**src/rtl/osc_cal_pkg.sv**
```systemverilog
// Shared types for the oscillator calibration sequencer.
// Assumes nothing beyond a synthesizable enum encoding.
package osc_cal_pkg;

    typedef enum logic [1:0] {
        ST_RUN     = 2'd0,  // normal operation, loop off, consumers on
        ST_GATE    = 2'd1,  // consumers just gated off, loop still off
        ST_SETTLE  = 2'd2,  // loop on, counting reference periods
        ST_MEASURE = 2'd3   // loop off, measurement window open
    } cal_state_t;

endpackage

```
**src/rtl/ref_period_counter.sv**
```systemverilog
// Counts reference strobes while enabled and flags the strobe that
// completes a programmable number of periods.
// Assumes: limit >= 1, clr has priority and is used on every state change.
module ref_period_counter #(
    parameter int unsigned W = 11
) (
    input  logic         clk,
    input  logic         rst_n,
    input  logic         clr,
    input  logic         en,
    input  logic         ref_strobe,
    input  logic [W-1:0] limit,
    output logic         last_hit
);

    logic [W-1:0] cnt_q;

    // Period counter: cleared on request, advanced on each counted strobe.
    always_ff @(posedge clk) begin
        if (!rst_n) begin
            cnt_q <= '0;
        end else if (clr) begin
            cnt_q <= '0;
        end else if (en && ref_strobe) begin
            cnt_q <= cnt_q + 1'b1;
        end
    end

    // Terminal detect: the strobe that completes the requested count.
    always_comb begin
        last_hit = en && ref_strobe && (cnt_q == limit - 1'b1);
    end

    // The count never passes the terminal value without being cleared.
    p_cnt_below_limit_r3: assert property (@(posedge clk) disable iff (!rst_n)
        en |-> (cnt_q < limit));

endmodule

```
**src/rtl/osc_cal_fsm.sv**
```systemverilog
// Calibration state machine: gate consumers, burst the loop, measure,
// judge and either retry or resume.
// Assumes: ticks and strobes are single-cycle pulses synchronous to clk.
module osc_cal_fsm
    import osc_cal_pkg::*;
#(
    parameter int unsigned CNT_W     = 16,
    parameter int unsigned MAX_RETRY = 3,
    localparam int unsigned RTY_W    = $clog2(MAX_RETRY + 1) + 1
) (
    input  logic             clk,
    input  logic             rst_n,
    input  logic             interval_tick,
    input  logic             window_last,
    input  logic [CNT_W-1:0] osc_count,
    input  logic [CNT_W-1:0] count_max,
    output cal_state_t       state_q,
    output logic             cnt_clr,
    output logic             done_q,
    output logic             err_q
);

    cal_state_t       state_d;
    logic [RTY_W-1:0] retry_q;
    logic             too_fast;
    logic             retries_left;
    logic             finish;

    // Judgement of the captured count and of the remaining retry budget.
    always_comb begin
        too_fast     = osc_count > count_max;
        retries_left = retry_q < RTY_W'(MAX_RETRY);
        finish       = (state_q == ST_MEASURE) && window_last &&
                       !(too_fast && retries_left);
    end

    // Next-state decode.
    always_comb begin
        state_d = state_q;
        unique case (state_q)
            ST_RUN:     if (interval_tick) state_d = ST_GATE;
            ST_GATE:    state_d = ST_SETTLE;
            ST_SETTLE:  if (window_last) state_d = ST_MEASURE;
            ST_MEASURE: if (window_last)
                            state_d = (too_fast && retries_left) ? ST_SETTLE : ST_RUN;
            default:    state_d = ST_RUN;
        endcase
        cnt_clr = (state_d != state_q);
    end

    // State register.
    always_ff @(posedge clk) begin
        if (!rst_n) state_q <= ST_RUN;
        else        state_q <= state_d;
    end

    // Retry budget: reset at start, spent on each failed measurement.
    always_ff @(posedge clk) begin
        if (!rst_n) begin
            retry_q <= '0;
        end else if (state_q == ST_RUN && interval_tick) begin
            retry_q <= '0;
        end else if (state_q == ST_MEASURE && window_last && too_fast && retries_left) begin
            retry_q <= retry_q + 1'b1;
        end
    end

    // Completion pulse and sticky error flag.
    always_ff @(posedge clk) begin
        if (!rst_n) begin
            done_q <= 1'b0;
            err_q  <= 1'b0;
        end else begin
            done_q <= finish;
            if (state_q == ST_RUN && interval_tick) err_q <= 1'b0;
            else if (finish && too_fast)            err_q <= 1'b1;
        end
    end

    // Retry budget is never overspent.
    p_retry_bound_r7: assert property (@(posedge clk) disable iff (!rst_n)
        retry_q <= RTY_W'(MAX_RETRY));

    // A failed measurement with budget left always returns to the burst.
    p_retry_returns_r6: assert property (@(posedge clk) disable iff (!rst_n)
        (state_q == ST_MEASURE && window_last && too_fast && retries_left)
            |=> (state_q == ST_SETTLE));

endmodule

```
**src/rtl/osc_cal_seq.sv**
```systemverilog
// Top of the periodic oscillator calibration sequencer. Holds the loop off
// between calibrations and runs gate / burst / measure / judge on each tick.
// Assumes: osc_count is valid at the strobe closing the measurement window.
module osc_cal_seq
    import osc_cal_pkg::*;
#(
    parameter int unsigned CNT_W       = 16,
    parameter int unsigned SETTLE_REFS = 1024,
    parameter int unsigned MEAS_REFS   = 16,
    parameter int unsigned MAX_RETRY   = 3,
    localparam int unsigned MAX_REFS   = (SETTLE_REFS > MEAS_REFS) ? SETTLE_REFS : MEAS_REFS,
    localparam int unsigned REF_W      = $clog2(MAX_REFS + 1)
) (
    input  logic             clk,
    input  logic             rst_n,
    input  logic             interval_tick,
    input  logic             ref_strobe,
    input  logic [CNT_W-1:0] osc_count,
    input  logic [CNT_W-1:0] count_max,
    output logic             fll_en,
    output logic             periph_en,
    output logic             busy,
    output logic             done,
    output logic             cal_error
);

    cal_state_t       state_q;
    logic             cnt_clr;
    logic             cnt_en;
    logic             window_last;
    logic [REF_W-1:0] window_len;

    // Window selection: lock burst length or measurement length.
    always_comb begin
        cnt_en     = (state_q == ST_SETTLE) || (state_q == ST_MEASURE);
        window_len = (state_q == ST_SETTLE) ? REF_W'(SETTLE_REFS) : REF_W'(MEAS_REFS);
    end

    ref_period_counter #(.W(REF_W)) u_win (
        .clk        (clk),
        .rst_n      (rst_n),
        .clr        (cnt_clr),
        .en         (cnt_en),
        .ref_strobe (ref_strobe),
        .limit      (window_len),
        .last_hit   (window_last)
    );

    osc_cal_fsm #(.CNT_W(CNT_W), .MAX_RETRY(MAX_RETRY)) u_fsm (
        .clk           (clk),
        .rst_n         (rst_n),
        .interval_tick (interval_tick),
        .window_last   (window_last),
        .osc_count     (osc_count),
        .count_max     (count_max),
        .state_q       (state_q),
        .cnt_clr       (cnt_clr),
        .done_q        (done),
        .err_q         (cal_error)
    );

    // Output decode from the registered state.
    always_comb begin
        fll_en    = (state_q == ST_SETTLE);
        periph_en = (state_q == ST_RUN);
        busy      = (state_q != ST_RUN);
    end

    // The loop is never on while consumers run.
    p_no_fll_with_periph_r10: assert property (@(posedge clk) disable iff (!rst_n)
        periph_en |-> !fll_en);

    // The loop only starts after consumers were already gated.
    p_gate_before_fll_r3: assert property (@(posedge clk) disable iff (!rst_n)
        $rose(fll_en) |-> $past(!periph_en));

    // Consumers only resume after the loop was already off.
    p_fll_off_before_resume_r4: assert property (@(posedge clk) disable iff (!rst_n)
        $rose(periph_en) |-> $past(!fll_en));

    // Completion is a single-cycle pulse.
    p_done_pulse_r5: assert property (@(posedge clk) disable iff (!rst_n)
        done |=> !done);

    // Error flag holds while idle without a new request.
    p_err_hold_r8: assert property (@(posedge clk) disable iff (!rst_n)
        (!busy && !interval_tick && !done) |=> $stable(cal_error));

endmodule

```
**config.mk**
```make
export PLATFORM = sky130hd
export DESIGN_NAME = osc_cal_seq
export DESIGN_NICKNAME = d
export VERILOG_FILES = /design/src/rtl/osc_cal_pkg.sv /design/src/rtl/ref_period_counter.sv /design/src/rtl/osc_cal_fsm.sv /design/src/rtl/osc_cal_seq.sv
export SDC_FILE = /design/constraint.sdc
export NUM_CORES = 1
export LEC_CHECK = 0
export BUFFER_PORTS_ARGS = -buffer_cell sky130_fd_sc_hd__buf_2
export CAP_MARGIN = 20
export CORE_ASPECT_RATIO = 0.8
export CORE_MARGIN = 2
export CORE_UTILIZATION = 53
export CTS_BUF_LIST = sky130_fd_sc_hd__clkbuf_16
export DETAILED_ROUTE_END_ITERATION = 8
export PLACE_DENSITY = 0.92
export SETUP_SLACK_MARGIN = 0.2
export SYNTH_ARGS = -nofsm -noshare
export SYNTH_HDL_FRONTEND = slang
export SYNTH_SLANG_ARGS = --single-unit
```
**constraint.sdc**
```tcl
create_clock -name clk -period 4.4 [get_ports clk]
set_clock_uncertainty 0.2 [all_clocks]
set_input_delay 0.22 -clock clk [delete_from_list [all_inputs] [get_ports clk]]
set_output_delay 0.22 -clock clk [all_outputs]
set_load 0.02 [all_outputs]
```
; Word level (Yosys, flattened, before mapping)
; Index checks and enable logic that the tools add are counted.
[classes]
mux = 6
n_addsub = 3
reduce_logical = 15
bitwise_logic = 1
n_lt_le_gt_ge = 2
n_eq_ne = 5
[op_table]
columns = op, count
row1 = greater-than comparator 16 bit, 1
row2 = "adder 11 x 1 -> 11 bit, second input constant", 1
row3 = == test 11 bit, 1
row4 = 2-to-1 mux 11 bit, 1
row5 = "subtractor 11 x 1 -> 11 bit, second input constant", 1
row6 = logical AND 1 bit, 9
row7 = 2-to-1 mux 2 bit, 4
row8 = case mux 2 bit (4 select lines), 1
row9 = "== test 2 bit, second input constant", 2
row10 = OR reduction 2 bit, 2
row11 = "adder 3 x 1 -> 3 bit, second input constant", 1
row12 = "less-than comparator 3 x 2 -> 1 bit, second input constant", 1
row13 = "== test 2 x 1 -> 1 bit, second input constant", 1
row14 = logical NOT 2 bit, 1
row15 = != test 2 bit, 1
row16 = nonzero test 2 bit, 1
row17 = logical NOT 1 bit, 1
row18 = logical OR 1 bit, 1
row19 = inverter 1 bit, 1
[word_totals]
regBits = 18
out_inout_bits = 5
elab_cells = 37

; Longest topological paths before layout
[depth]
depth_word = 9
ltp_mapped = 8
mapped_depth_nobuf = 8

; Cells and area by module
; Synthesis repeated with hierarchy kept, for this count alone.
[unflattened]
hier_cells = 208
hier_area_um2 = 1636.6
[by_module_without_submodules]
columns = module, instances, cells_per_inst, seq_area_each_um2, area_per_inst_um2
row1 = ref_period_counter, 1, 106, 220.2, 863.3
row2 = osc_cal_fsm, 1, 96, 140.1, 743.2
row3 = osc_cal_seq, 1, 6, 0.0, 30.0

; Worst setup path after synthesis
; Ideal clock, no wire load.
[synth_path]
path_type = flip-flop to flip-flop
start = register u_win.cnt_q[8]
end = register u_win.cnt_q[0]
t_arrival_ns = 2.129
setup_ns = 0.117
path_stages_with_launch = 8
slack_ns = 1.954
period_less_slack_ns = 2.446
t_required_ns = 4.083
cell_sequence = dfxtp_1 > or4_1 > or4_1 > a211oi_2 > and2b_2 > o21ai_1 > buf_2 > nor2_1
[synth_via]
elab_chain_cells = 6
word_cells_on_any_way = 7
[synth_lines]
columns = element, line
row1 = from (decl), ref_period_counter.sv:16  ; logic [W-1:0] cnt_q;
row2 = from (signal assigned), ref_period_counter.sv:25  ; cnt_q <= cnt_q + 1'b1;
row3 = == test 11 bit *, ref_period_counter.sv:31  ; last_hit = en && ref_strobe && (cnt_q == limit - 1'b1);
row4 = logical AND 1 bit *, ref_period_counter.sv:31
row5 = "2-to-1 mux 2 bit, on equally long branches", "osc_cal_fsm.sv:44, osc_cal_fsm.sv:43"
row6 = case mux 2 bit (4 select lines) *, osc_cal_fsm.sv:40  ; unique case (state_q)
row7 = != test 2 bit *, osc_cal_fsm.sv:48  ; cnt_clr = (state_d != state_q);
row8 = OR reduction 2 bit (no source line) *, --
; Every way passes the cells marked *; elsewhere a longest branch is shown, timed or not.
; A chain may end at the register's enable or synchronous reset.

; Worst setup path after layout
[layout_path]
start = register u_win.cnt_q[8]
end = register u_win.cnt_q[2]
; The elaborated chain is that of the path after synthesis.

==> summary.txt <==
Cells and area
  • Finished Layout Cells: roughly 220
  • Most frequent cells in the layout: buf_2, inv_1, ha_1, dfxtp_1, nor2_1
  • Area Overhead vs Synth: 24.49%
  • Layout cells sized above 1: 25.26%
  • Post-layout util: between 70% and 80%
  • Most common cell after layout, fill and taps aside: buf_2
  • Design Area, Final: about 1500 um2
  • Fillers: about 160
  • Layout Nets: between 200 and 250
  • Number of diodes: 0

GRT
  • Initial antenna violation count: 0
  • Global-route usage over all layers: between 20% and 30%
  • Largest net degree at the start of global routing: 12
  • Met3 GRT Util: 7.438%
  • M2 GR Usage: around half
  • First-pass GRT wire length: 5.009 mm
  • GR Overflow Total: 0
  • Met1 usage: 26.30%
  • Global route hottest layer: met2
  • Vias in the first global route: 1,200

Placed design
  • RD Place Congestion: between 0.9 and 1
  • Port Buffers: 40
  • Dpl cells: 212
  • Area after DPL: between 1000 and 1500 um2
  • Worst slack, placed: ~1500 ps
  • HPWL after DPL: ~2.3 mm

STA
  • Slew Viols, Final: 0
  • Slew @ Worst Pin: 1072 ps
  • Minimum clock period: ~3000 ps
  • Hold_ws: 58.48 ps
  • Setup TNS: 0 ps
  • Hold Vio Cnt, Final: 0
  • Slew headroom: about 28%
  • Final worst-path cycle share: between 60% and 70%
  • Final worst setup slack: between 1000 and 1500 ps
  • Unrepaired setup endpoints after global routing: no
  • Setup violators final: 0
  • Peak Freq: 332.6 MHz

Worst setup path
  • Setup Crit Path Kind: flip-flop to flip-flop
  • CP peak stage delay: roughly 600 ps
  • Crit-path cells: or4_1 > or4_1 > a211oi_2 > and2b_2 > o21ai_1 > nor2_1
  • Arr. time, crit path: 2920 ps
  • CP endpoint kind: flip-flop
  • Worst setup path start: u_win.cnt_q[8]$_SDFFE_PP0P_
  • CP max-delay cell: o21ai_1
  • Critical R2R Launch: u_win.cnt_q[8]$_SDFFE_PP0P_
  • Max FO, Critical Path: 11
  • Most numerous cell on the critical path: or4_1
  • Worst Path Required: around 4300 ps
  • CP Launch Type: flip-flop

Clock network
  • Post-CTS sizing: 0
  • Clock Path Buffers: 2
  • Clock latency on the worst-skew pair: about 250 ps
  • Clk root buf: clkbuf_16
  • Num CTS Buffers: 3
  • CTS tree: yes
  • CTS clk-pin slew, worst paths: 50 ps
  • # hold bufs at CTS: 0
  • Post-CTS Setup Bufs: 0
  • Clock sink count: 18
  • Htree depth: 1

Detailed routing
  • Final ANT Viol Nets: 0
  • Drt pass-1 iters: 6
  • Post-Route WL: 2.951 mm
  • Initial DRC count: 24
  • Drt via density: 5.777
  • Routed WL per cell: around 14 um
  • Drt drc: 0
  • Vias: ~1.2k

Synthesis
  • Compound-cell area share of the yosys netlist: about an eighth
  • Syn avg cell area: 8.319 um2
  • Synthesized area: 1231 um2
  • Post-Synth Adder-Cell Area: between 10% and 20%
  • Post-synthesis cell count: 148
  • EDFF count, synth: 0
  • Largest family of logic cells by synthesized area: simple AND/OR/NAND/NOR gates
  • Simple-gate share of the synthesized area: between 20% and 30%
  • Synth Flop Type: dfxtp_1
  • Async S/R FF share, synth: 0%
  • Ys Warns: 0
  • XOR/XNOR Fraction of Synth Area: between 7 and 8%
  • Mux contribution to synthesized area: 0%
  • Synth cell types: 37
  • Synthesized flop and latch total: 18
  • Syn_nets: between 200 and 250
  • Sequential-to-total area share from yosys stat: between 20% and 30%

Power and ir drop
  • Total power: ~0.42 mW
  • PD cells: 273.0 nW/um2
  • P_leak: between 0.7 and 0.8 nW
  • Max VDD drop: 0.2916 mV

Floorplanning
  • Initial core utilization: a little under three fifths
  • DIE AREA: 2727 um2
  • CORE AREA: ~2200 um2
  • Die boundary height: roughly 47 um
  • IO Pins: 41
  • Chip width: a little under 60 um
  • Row cnt: 15

Min path
  • Min-delay worst type: primary input to flip-flop
  • Hold Startpoint: rst_n

Status
  • Status: completed

Job
  • # Max-Cap Violations: 0
[cell type report]
class                      instances  area, um2  area share (%)
tap                               25      31.28           2.041
clock buffer                       3      75.07           4.898
inverter                          18      67.56           4.408
sequential                        18      360.3           23.51
timing repair buffer              40      200.2           13.06
multi-input combinational        111      798.3           52.08
[cells in the mapped netlist, types with 3 or more instances]
master,n,area share [%]
a21oi_1,9,3.7
dfxtp_1,18,29
ha_1,18,18
inv_1,18,5.5
nand2_1,10,3.0
nand3_1,5,2.0
nand4_1,7,3.6
nor2_1,15,4.6
nor4_1,3,1.5
o21a_1,3,1.8
or4_1,3,1.8
xnor2_1,6,4.3
xor2_1,5,3.6
[sequential cells by signal, indices dropped and copies added (netlist names)]
name	flops
u_win.cnt_q	11
u_fsm.state_q	2
u_fsm.err_q	1
u_fsm.done_q	1
u_fsm.retry_q	3
[critical path: cells and delay by family (launching register included)]
family / cells / cell delay (ps)
AOI/OAI and AO/OA: 2 / 950
DFF: 1 / 350
and+or+nand+nor: 4 / 1360
[where the power goes]
part / internal, mW / leakage, nW / switching (mW)
combinational: 0.0328 / 0.557 / 0.0398
sequential: 0.165 / 0.145 / 0.00239
clock: 0.119 / 0.0370 / 0.0588
total: 0.317 / 0.739 / 0.101
[final timing paths]
kind	end	slack (ps)	cells after the start
worst max-delay path	u_win.cnt_q[2]$_SDFFE_PP0P_	1390	6
worst min-delay path	u_fsm.retry_q[0]$_SDFFE_PP0P_	60	3
worst max register to register	u_win.cnt_q[2]$_SDFFE_PP0P_	1390	6
worst min register to register	u_fsm.err_q$_SDFFE_PP0P_	270	1
[layer usage]
metal	share of wire, %	vias to the layer above
met1	40	579
li1	-	607
met5	0	-
met4	0.98	0
met2	53	48
met3	6.2	8
[cells by family after synthesis]
kind of cell / after synthesis
and+or+nand+nor: 58
adders and majority gates: 18
DFF: 18
xor gates and xnor gates: 11
AOI/OAI and AO/OA: 24
buffers and inverters: 19
Power figures use the tool's default switching activity.
